--- src/rtl/sxf_pkg.sv ---
package sxf_pkg;

    typedef enum logic [1:0] {
        XF_DOUBLE = 2'd0,
        XF_HALVE  = 2'd1,
        XF_INVERT = 2'd2,
        XF_CLIP   = 2'd3
    } xf_mode_e;

    typedef enum logic {
        ST_EMPTY = 1'b0,
        ST_FULL  = 1'b1
    } out_state_e;

endpackage

--- src/rtl/sxf_narrow.sv ---
module sxf_narrow #(
    parameter int IN_W  = 10,
    parameter int OUT_W = 8
) (
    input  logic [IN_W-1:0]  raw_word,
    output logic [OUT_W-1:0] narrow_word
);
    localparam int DROP = (IN_W > OUT_W) ? IN_W - OUT_W : 0;

    generate
        if (IN_W >= OUT_W) begin : g_cut
            // keep the top bits, discard DROP least significant bits
            assign narrow_word = raw_word[IN_W-1 -: OUT_W];
        end else begin : g_pad
            assign narrow_word = {raw_word, {(OUT_W-IN_W){1'b0}}};
        end
    endgenerate

    logic unused_low;
    assign unused_low = (DROP > 0) ? ^raw_word : 1'b0;
endmodule

--- src/rtl/sxf_transform.sv ---
module sxf_transform
    import sxf_pkg::*;
#(
    parameter int W = 8
) (
    input  logic [W-1:0] value,
    input  xf_mode_e     mode,
    input  logic [W-1:0] lo_lim,
    input  logic [W-1:0] hi_lim,
    output logic [W-1:0] result
);
    localparam logic [W-1:0] FULL = {W{1'b1}};

    logic [W:0]   doubled_wide;
    logic [W-1:0] doubled_sat;
    logic [W-1:0] halved;
    logic [W-1:0] inverted;
    logic [W-1:0] clipped;

    assign doubled_wide = {value, 1'b0};
    assign doubled_sat  = doubled_wide[W] ? FULL : doubled_wide[W-1:0];
    assign halved       = value >> 1;
    assign inverted     = FULL - value;

    always_comb begin
        if (lo_lim > hi_lim)      clipped = value;
        else if (value < lo_lim)  clipped = lo_lim;
        else if (value > hi_lim)  clipped = hi_lim;
        else                      clipped = value;
    end

    always_comb begin
        unique case (mode)
            XF_DOUBLE: result = doubled_sat;
            XF_HALVE:  result = halved;
            XF_INVERT: result = inverted;
            XF_CLIP:   result = clipped;
        endcase
    end
endmodule

--- src/rtl/sample_xform.sv ---
module sample_xform
    import sxf_pkg::*;
#(
    parameter int IN_W  = 10,
    parameter int OUT_W = 8
) (
    input  logic             clk,
    input  logic             rst_n,
    input  logic             in_valid,
    input  logic [IN_W-1:0]  in_sample,
    input  logic [1:0]       in_mode,
    input  logic [OUT_W-1:0] clip_lo,
    input  logic [OUT_W-1:0] clip_hi,
    output logic             out_valid,
    output logic [OUT_W-1:0] out_sample
);
    out_state_e      state_q, state_d;
    logic [OUT_W-1:0] narrow_val;
    logic [OUT_W-1:0] xf_result;
    logic [OUT_W-1:0] sample_q;

    sxf_narrow #(.IN_W(IN_W), .OUT_W(OUT_W)) u_narrow (
        .raw_word    (in_sample),
        .narrow_word (narrow_val)
    );

    sxf_transform #(.W(OUT_W)) u_xf (
        .value  (narrow_val),
        .mode   (xf_mode_e'(in_mode)),
        .lo_lim (clip_lo),
        .hi_lim (clip_hi),
        .result (xf_result)
    );

    always_comb begin
        state_d = state_q;
        unique case (state_q)
            ST_EMPTY: state_d = in_valid ? ST_FULL : ST_EMPTY;
            ST_FULL:  state_d = in_valid ? ST_FULL : ST_EMPTY;
        endcase
    end

    always_ff @(posedge clk or negedge rst_n) begin
        if (!rst_n) state_q <= ST_EMPTY;
        else        state_q <= state_d;
    end

    always_ff @(posedge clk or negedge rst_n) begin
        if (!rst_n)        sample_q <= '0;
        else if (in_valid) sample_q <= xf_result;
    end

    always_comb begin
        out_valid  = (state_q == ST_FULL);
        out_sample = sample_q;
    end

    AST_VALID_FOLLOWS: assert property (@(posedge clk) disable iff (!rst_n)
        in_valid |=> out_valid);
    AST_VALID_IDLE: assert property (@(posedge clk) disable iff (!rst_n)
        !in_valid |=> !out_valid);
    AST_HOLD_IDLE: assert property (@(posedge clk) disable iff (!rst_n)
        !in_valid |=> $stable(out_sample));
    AST_DOUBLE_SAT: assert property (@(posedge clk) disable iff (!rst_n)
        (in_valid && in_mode == 2'd0 && in_sample[IN_W-1]) |=> (out_sample == {OUT_W{1'b1}}));
    AST_HALVE_TOP: assert property (@(posedge clk) disable iff (!rst_n)
        (in_valid && in_mode == 2'd1) |=> !out_sample[OUT_W-1]);
    AST_CLIP_WINDOW: assert property (@(posedge clk) disable iff (!rst_n)
        (in_valid && in_mode == 2'd3 && clip_lo <= clip_hi)
        |=> (out_sample >= $past(clip_lo) && out_sample <= $past(clip_hi)));
endmodule

--- config.mk ---
export PLATFORM = sky130hd
export DESIGN_NAME = sample_xform
export DESIGN_NICKNAME = d
export VERILOG_FILES = /design/src/rtl/sxf_pkg.sv /design/src/rtl/sxf_narrow.sv /design/src/rtl/sxf_transform.sv /design/src/rtl/sample_xform.sv
export SDC_FILE = /design/constraint.sdc
export NUM_CORES = 1
export LEC_CHECK = 0
export BUFFER_PORTS_ARGS = -buffer_cell sky130_fd_sc_hd__buf_2
export CORE_ASPECT_RATIO = 1.4
export CORE_UTILIZATION = 52
export DETAILED_ROUTE_END_ITERATION = 6
export PLACE_DENSITY = 0.8
export SETUP_SLACK_MARGIN = 0.05
export SYNTH_ARGS = -nofsm -noshare
export SYNTH_HDL_FRONTEND = slang
export SYNTH_SLANG_ARGS = --single-unit
--- constraint.sdc ---
create_clock -name clk -period 0.9 [get_ports clk]
set_input_delay 0 -clock clk [delete_from_list [all_inputs] [get_ports clk]]
set_output_delay 0 -clock clk [all_outputs]
set_load 0.02 [all_outputs]
==> out/qor.txt, run 1 <==
run status - complete, but fails checks
failing checks - design-rule violations, negative setup slack
total clock sinks - 9
Crit. End Element - flip-flop
fin crit period - 1720 ps
total power - 0.00201 W
CP delay by family, top - compound AO/OA/AOI/OAI gates
Critical Path Start - clip_hi[1]
Synthesized Nets - 226
#FFs+latches synth - 9
Pre-Repair DR Iteration Count - 7
r2r setup slk - 70 ps
final setup vio count - 8
initial detailed-routing violation count - 94
DP Cell Count - 267
FP Rows - 21
most frequent cells in the layout - buf_4 (32), buf_2 (30), ha_1 (15)
final wirelength - 4.68 mm
Max stage delay cell, worst path - o211ai_1
Yosys cell types - 39
clock skew - 0 ps
synth top area cells - ha_1 (22%), dfrtp_1 (17%), inv_1 (5.3%)
Post-Syn Area per Cell - 7.76 µm²
diode count - 0
CP peak stage delay - 270 ps
Pins Over Slew Limit - 0
most common cell after layout, fill and taps aside - buf_4
area delta synth->final - 56.0%
Inserted Clock Buffers - 3
EDFF count, synth - 0
Pleak - 0.992 nW
Filler cells - 143
CP required - 1040 ps
worst skew pair latency - 250 ps
CTS tree - yes
initial antenna violation count - 0
asr flop ratio synth - 1.00
area of the core - 2420 µm²
H-tree Lvls - 1
Most used DFF post-synth - dfrtp_1
Slew headroom - 0.728
cell area after placement - 1900 µm²
Worst Reg-to-Reg Cells - 3
drt via density - 6.07
vias in the first global route - 1599
die area - 2780 µm²
Final nets - 296
CP max FO - 3
setup_tns - -6260 ps
routed len/inst - 17.0 µm
worst vdd ir - 0.531 mV
gpl congestion - 0.911
Cells after Synth - 172
root buffer cell - clkbuf_4
Starting Density - 0.552
PwrDens - 966 nW/µm²
Clock transition at path regs - 60 ps
CP arrival - 1860 ps
Synthesis Warnings - 0
period utilization - 1.91
Chip Height - 62.0 µm
Finished Cell Area - 2080 µm²
Fin. Hold Viols - 0
Cell Count, Final, Fillers Out - 275
fmax - 581 MHz
Yosys top cell area share - 0.216
Worst R2R End - out_sample[1]
total track usage - 0.324
largest area contributor in the netlist - ha_1
port buffer count - 37
sequential-to-total area share from yosys stat - 0.169
reg-to-reg startpoint - out_sample[1]
first-pass GRT wire length - 6.67 mm
maxcap violations - 0
crit path launch type - primary input
drt drc - 1
pin count of the biggest net entering global routing - 21
final worst setup slack - -822 ps
GRT Residual Overflow - 0
unrepaired setup endpoints after global routing - yes
WP buf/inv - 3
layout cells sized above 1 - 0.469
Syn Std Cell Area - 1340 µm²
Final Core Density - 0.862
Hold Path Class - in -> async
slew at the pin closest to its max-slew limit - 403 ps
Chip Width - 44.8 µm
Boundary Pins - 40
maximum clock insertion buffer count - 2
worst path cell trace - buf_2 -> inv_2 -> ha_4 -> nor2b_2 -> o211ai_1 -> nand4_1 -> a211oi_2 -> buf_4 -> o21bai_1 -> a31oi_1 -> nor3_1
Final HPWL DP - 3.38 mm
Setup Crit Path Kind - in -> reg
Final ANT Viol Nets - 0
Via Count - 1670
how the worst max path moves through the flow:
| stage | cells past startpoint | end | slack (ps) |
|---|---|---|---|
| after global routing | 10 | out_sample[3] | -890 |
| after floorplan | 9 | out_sample[0] | -810 |
| after global placement | 11 | out_sample[1] | -1010 |
| after CTS | 10 | out_sample[5] | -740 |
| after detailed placement | 10 | out_sample[3] | -1070 |
| final | 11 | out_sample[1] | -820 |
metal layers:
layer  share of wire  wire length, µm  global-route usage  up-vias
met4           0.049              231               0.173        0
li1                -                -                   -      782
met2            0.54             2550               0.639       74
met5               0                0                   0        -
met3           0.041              190              0.0202       19
met1            0.37             1710               0.336      795
synthesized netlist by cell type (2+ instances only):
master,count
o31ai_1,2
o21bai_1,3
a22o_1,3
o21a_1,2
nand2b_1,6
clkbuf_1,4
a21oi_1,10
o21ai_0,8
nor3_1,7
mux2i_1,6
o211ai_1,2
nor2b_1,3
dfrtp_1,9
a211oi_1,7
a31oi_1,5
nand2_1,18
or3_1,4
nand4_1,3
inv_1,19
o21ai_1,3
nand3b_1,3
nor2_1,3
nand3_1,4
ha_1,23
state kept, by name (all words and copies together), names as in the netlist:
name,count
out_sample,8
out_valid,1
cell type report:
class,count,area [µm²],area share
clock buffers,4,26.3,0.0126
inverters,20,103,0.0492
multi-input cells,137,1190,0.571
flip-flops and latches,9,225,0.108
well taps,34,42.5,0.0204
repair buffers,71,498,0.239
cell families after synthesis:
kind of cell,count (synthesis),synth area share
multiplexers,6,0.0450
adder cells (fa/ha/maj),23,0.216
flip-flops,9,0.169
AO/OA/AOI/OAI,55,0.290
buffers and inverters,26,0.0787
AND/OR/NAND/NOR,53,0.202
timing repair:
action | in CTS | in global routing
cloned | 0 | 0
setup buffers | 1 | 2
pin swaps | 9 | 11
hold buffers | 1 | 0
endpoints found under the hold margin | 9 | 0
gates resized for setup | 20 | 12
setup endpoints to repair | 8 | 8
power breakdown:
part           internal [W]  switching, W  leakage [nW]  total, W
sequential         0.000458     0.0000272         0.102  0.000486
combinational      0.000575      0.000655         0.874   0.00123
clock              0.000170      0.000128        0.0150  0.000298
total               0.00120      0.000810         0.992   0.00201
stage by stage:
| stage | worst slack [ps] | hold slack, ps |
|---|---|---|
| final | -822 | 130 |
| after global routing | -890 | 146 |
| after CTS | -737 | 127 |
| after detailed placement | -1070 | -142 |
| after global placement | -1010 | -145 |
| after floorplan | -807 | -296 |
worst reg2reg max path, cell delays in order (launching register included):
cell     delay, ps
dfrtp_1        350
nor2_1          40
a31o_2         210
nor3_1         140
No activity file was read; power rests on OpenSTA's default activity.
==> inputs of run 2 (changes only) <==
Settings changed: ABC_AREA set to 1, CORE_UTILIZATION 52 to 53, PLACE_DENSITY 0.8 to 0.81.
Clock period 0.9 ns to 1.6 ns, I/O delays scaled along.
==> out/qor.txt, run 2 <==
maxcap violations - 0
Post-synth top cells - nand2_1 (79), inv_1 (32), ha_1 (23)
PwrDens - 543 nW/µm²
initial detailed-routing violation count - 55
final setup vio count - 0
pin count of the biggest net entering global routing - 12
port buffer count - 37
Post-Syn Area per Cell - 6.13 µm²
Finished Cell Area - 1720 µm²
drt via density - 4.95
slew at the pin closest to its max-slew limit - 219 ps
most frequent cells in the layout - nand2_1 (79), buf_2 (37), inv_1 (32)
root buffer cell - clkbuf_4
largest area contributor in the netlist - nand2_1
Final Core Density - 0.696
critical path's most frequent cell - nand2_1
GRT Residual Overflow - 0
drt drc - 0
area delta synth->final - 19.9%
Syn Std Cell Area - 1430 µm²
first-pass GRT wire length - 5.58 mm
Fin. Hold Viols - 0
initial antenna violation count - 0
most common cell after layout, fill and taps aside - nand2_1
worst path cell trace - buf_2 -> ha_1 -> a21o_1 -> a21oi_1 -> nand2_1 -> nand2_1 -> nand2_4 -> nand2_4 -> nand2_1 -> nand3_1 -> nand2_1 -> nand2_1 -> nand2_1
Synthesized Nets - 288
Chip Width - 46.0 µm
die area - 2920 µm²
cell area after placement - 1670 µm²
CTS tree - yes
layout cells sized above 1 - 0.234
CP max FO - 8
FP Rows - 21
CP required - 1750 ps
Filler cells - 255
Slew headroom - 0.853
Max stage delay cell, worst path - ha_1
fmax - 755 MHz
Setup Crit Path Kind - in -> reg
routed len/inst - 10.2 µm
period utilization - 0.827
clock skew - 0 ps
crit path launch type - primary input
Inserted Clock Buffers - 3
Cells after Synth - 234
setup_tns - 0 ps
worst skew pair latency - 250 ps
total clock sinks - 9
final wirelength - 3.19 mm
Via Count - 1544
maximum clock insertion buffer count - 2
CP peak stage delay - 310 ps
Clock transition at path regs - 60 ps
#FFs+latches synth - 9
Most used DFF post-synth - dfrtp_1
fin crit period - 1320 ps
Starting Density - 0.581
synth top area cells - nand2_1 (21%), ha_1 (20%), dfrtp_1 (16%)
Pleak - 1.09 nW
asr flop ratio synth - 1.00
run status - complete, no violations
Final HPWL DP - 2.77 mm
Chip Height - 63.5 µm
most common cell in the synthesized netlist - nand2_1
worst vdd ir - 0.275 mV
Pre-Repair DR Iteration Count - 4
Pins Over Slew Limit - 0
Boundary Pins - 40
Yosys top cell area share - 0.207
sequential-to-total area share from yosys stat - 0.157
largest register by flop count - out_sample
vias in the first global route - 1493
total track usage - 0.246
diode count - 0
post-CTS sizing - 0
CP arrival - 1470 ps
Crit. End Element - flip-flop
Final nets - 333
area of the core - 2470 µm²
Synthesis Warnings - 0
Hold Path Class - in -> async
Yosys cell types - 21
gpl congestion - 0.872
Final ANT Viol Nets - 0
max reg flops - 8
EDFF count, synth - 0
unrepaired setup endpoints after global routing - no
H-tree Lvls - 1
## run 2: repair_timing
action                                 4_1_cts  5_1_grt
endpoints found under the hold margin       10        0
setup endpoints to repair                    0        0
buffers inserted                             0        0
hold buffers                                 2        0
## run 2: metal layers
metal / part of all wire / up-vias / global-route usage
li1: - / 836 / -
met1: 0.42 / 667 / 0.253
met2: 0.54 / 35 / 0.472
met3: 0.024 / 6 / 0.00860
met4: 0.018 / 0 / 0.103
met5: 0 / - / 0
## run 2: critical path, delay by kind of cell
kind / cells / cell delay [ps]
simple gates: 9 / 710
buf+inv: 1 / 130
compound gates: 2 / 300
fa+ha+maj: 1 / 310
## run 2: layout make-up
class / instances / area (µm²) / share of cell area
sequential: 9 / 225 / 0.131
timing repair buffer: 41 / 220 / 0.128
tap: 34 / 42.5 / 0.0247
multi-input combinational: 177 / 1010 / 0.587
inverter: 47 / 195 / 0.114
clock buffer: 4 / 26.3 / 0.0153
## run 2: metrics by stage
step           hold WS, ps  cells  power (W)  setup WS (ps)
3_3_place_gp          -146    306   0.000761           13.3
3_5_place_dp          -145    306   0.000770          0.340
2_1_floorplan         -296    234   0.000619            182
5_1_grt                127    312    0.00104            112
4_1_cts                125    312   0.000946            270
6_report               124    312   0.000934            276
## run 2: kinds of logic (layout without fill, tap and decap cells)
family                     count (synthesis)  in the layout  share of synthesized area
and+or+nand+nor                          117            117                      0.366
AOI/OAI and AO/OA                         37             37                      0.138
DFF                                        9              9                      0.157
adders and majority gates                 23             23                      0.201
buffers and inverters                     48             92                      0.139
## run 2: report_power, final
part / total (W) / internal, W / switching (W)
clock network: 0.000166 / 0.0000955 / 0.0000703
logic: 0.000501 / 0.000194 / 0.000308
registers: 0.000267 / 0.000255 / 0.0000118
total: 0.000934 / 0.000544 / 0.000390
## run 2: final timing paths
kind | start | end | slack [ps] | cells after the start
min | rst_n | out_sample[0] | 120 | 2
max in group asynchronous | rst_n | out_sample[7] | 1300 | 2
max | in_sample[9] | out_sample[2] | 280 | 13
max reg2reg | out_sample[7] | out_sample[7] | 990 | 2
min reg2reg | out_sample[1] | out_sample[1] | 470 | 2
min in group clk | in_sample[2] | out_sample[1] | 130 | 5
==> inputs of run 3 (changes only) <==
Settings changed: ABC_AREA 1 to 0, CORE_UTILIZATION 53 to 52, PLACE_DENSITY 0.81 to 0.8.
Clock period 1.6 ns to 1.3 ns, I/O delays scaled along.
==> out/qor.txt, run 3 (synthesis gave the netlist of run 1 again) <==
run status - complete, but fails checks
failing checks - negative setup slack
Fin. Hold Viols - 0
final setup vio count - 8
Setup Crit Path Kind - in -> reg
Final ANT Viol Nets - 0
CP required - 1470 ps
max reg flops - 8
layout cells sized above 1 - 0.466
DP Cell Count - 262
critical path's most frequent cell - mux2i_1
slew at the pin closest to its max-slew limit - 365 ps
final worst setup slack - -402 ps
Cell Count, Final, Fillers Out - 272
Boundary Pins - 40
fmax - 588 MHz
most common cell after layout, fill and taps aside - buf_4
Via Count - 1612
Final nets - 293
Crit. End Element - flip-flop
total clock sinks - 9
Inserted Clock Buffers - 3
total power - 0.00143 W
area delta synth->final - 57.2%
most frequent cells in the layout - buf_4 (29), buf_2 (26), nand2_1 (17)
WP buf/inv - 3
Final Core Density - 0.868
final wirelength - 4.35 mm
clock skew - 0 ps
CP max FO - 7
Comb pwr share - 0.609
unrepaired setup endpoints after global routing - yes
Max stage delay cell, worst path - a2111o_1
root buffer cell - clkbuf_4
Chip Height - 62.0 µm
diode count - 0
PwrDens - 683 nW/µm²
CP delay by family, top - compound AO/OA/AOI/OAI gates
Pins Over Slew Limit - 0
routed len/inst - 16.0 µm
worst skew pair latency - 280 ps
CTS tree - yes
Final HPWL DP - 3.23 mm
area of the core - 2420 µm²
Sw Share - 0.402
Chip Width - 44.8 µm
Pint - 0.000857 W
maximum clock insertion buffer count - 2
dpl ws - -678 ps
Pleak - 0.987 nW
largest register by flop count - out_sample
drt via density - 5.93
Slew headroom - 0.754
hold slack - 41.2 ps
GRT Residual Overflow - 0
fin crit period - 1700 ps
Hold Path Class - in -> reg
Pre-Repair DR Iteration Count - 4
crit path launch type - primary input
total track usage - 0.322
port buffer count - 37
worst vdd ir - 0.483 mV
pin count of the biggest net entering global routing - 24
Starting Density - 0.552
Clock power frac - 0.159
Switch Pwr - 0.000576 W
initial detailed-routing violation count - 76
H-tree Lvls - 1
first-pass GRT wire length - 6.69 mm
sequential cell fraction of total power - 0.233
drt drc - 0
die area - 2780 µm²
initial antenna violation count - 0
CP peak stage delay - 380 ps
worst path cell trace - buf_8 -> inv_8 -> ha_4 -> a2111o_1 -> a311oi_2 -> or2_4 -> buf_6 -> mux2i_1 -> mux2i_1 -> o21ai_1
Clock transition at path regs - 50 ps
gpl congestion - 0.924
period utilization - 1.31
vias in the first global route - 1628
CP arrival - 1870 ps
FP Rows - 21
maxcap violations - 0
## run 3: cell types whose count changed in the layout (fill, tap and decap cells not counted), moves of 7 or more
cell,delta
ha_4,+8
inv_2,-8
buf_4,+27
nor3_1,+7
buf_6,+9
nand3_1,-19
nand2_1,-62
buf_2,-11
ha_1,-8
inv_1,-21
o21ai_0,-11
## run 3: power groups by stage
stage / registers, W / logic (W) / clock network, W
detailed placement: 0.000339 / 0.000739 / 0
global placement: 0.000336 / 0.000712 / 0
floorplan: 0.000387 / 0.000402 / 0
CTS: 0.000334 / 0.000828 / 0.000222
finish: 0.000333 / 0.000873 / 0.000227
global route: 0.000337 / 0.000940 / 0.000240
## run 3: path summary, 6_finish.rpt
| kind | from | to | slack [ps] | depth (start not counted) |
|---|---|---|---|---|
| worst max-delay path | clip_lo[1] | out_sample[5] | -400 | 10 |
| worst min-delay path | in_valid | out_valid | 40 | 1 |
| worst max register to register | out_sample[1] | out_sample[1] | 440 | 3 |
| worst min register to register | out_sample[7] | out_sample[7] | 510 | 1 |
| max in group asynchronous | rst_n | out_sample[4] | 1000 | 2 |
| min in group asynchronous | rst_n | out_sample[0] | 100 | 2 |
## run 3: what timing repair did
| item | 4_1_cts | 5_1_grt |
|---|---|---|
| pin swaps | 16 | 17 |
| endpoints found under the setup margin | 8 | 8 |
| hold endpoints to repair | 9 | 0 |
| gates resized for setup | 31 | 11 |
| hold buffers | 1 | 0 |
| buffers inserted | 5 | 0 |
## run 3: metrics by stage
| stage | cell area (µm²) | setup TNS [ps] |
|---|---|---|
| floorplan | 1480 | -2780 |
| global placement | 1870 | -4440 |
| detailed placement | 1870 | -4860 |
| CTS | 2050 | -2140 |
| global route | 2100 | -2880 |
| finish | 2100 | -2590 |
## run 3: area by class of cell
class | instances | area (µm²)
clock buffers | 4 | 26.3
fillers | 139 | 319
inverters | 20 | 103
multi-input cells | 137 | 1200
flip-flops and latches | 9 | 225
well taps | 34 | 42.5
repair buffers | 68 | 504
## run 3: worst register-to-register path, delay by kind of cell (launching register included)
family	cells	cell delay, ps
flip-flops	1	350
AO/OA/AOI/OAI	1	220
AND/OR/NAND/NOR	2	200
## run 3: routing by layer
metal  vias up  global-route usage  part of all wire
li1        781                   -                 -
met1       746               0.353              0.40
met2        71               0.616              0.54
met3        14              0.0347             0.038
met4         0               0.143             0.020
met5         -                   0                 0
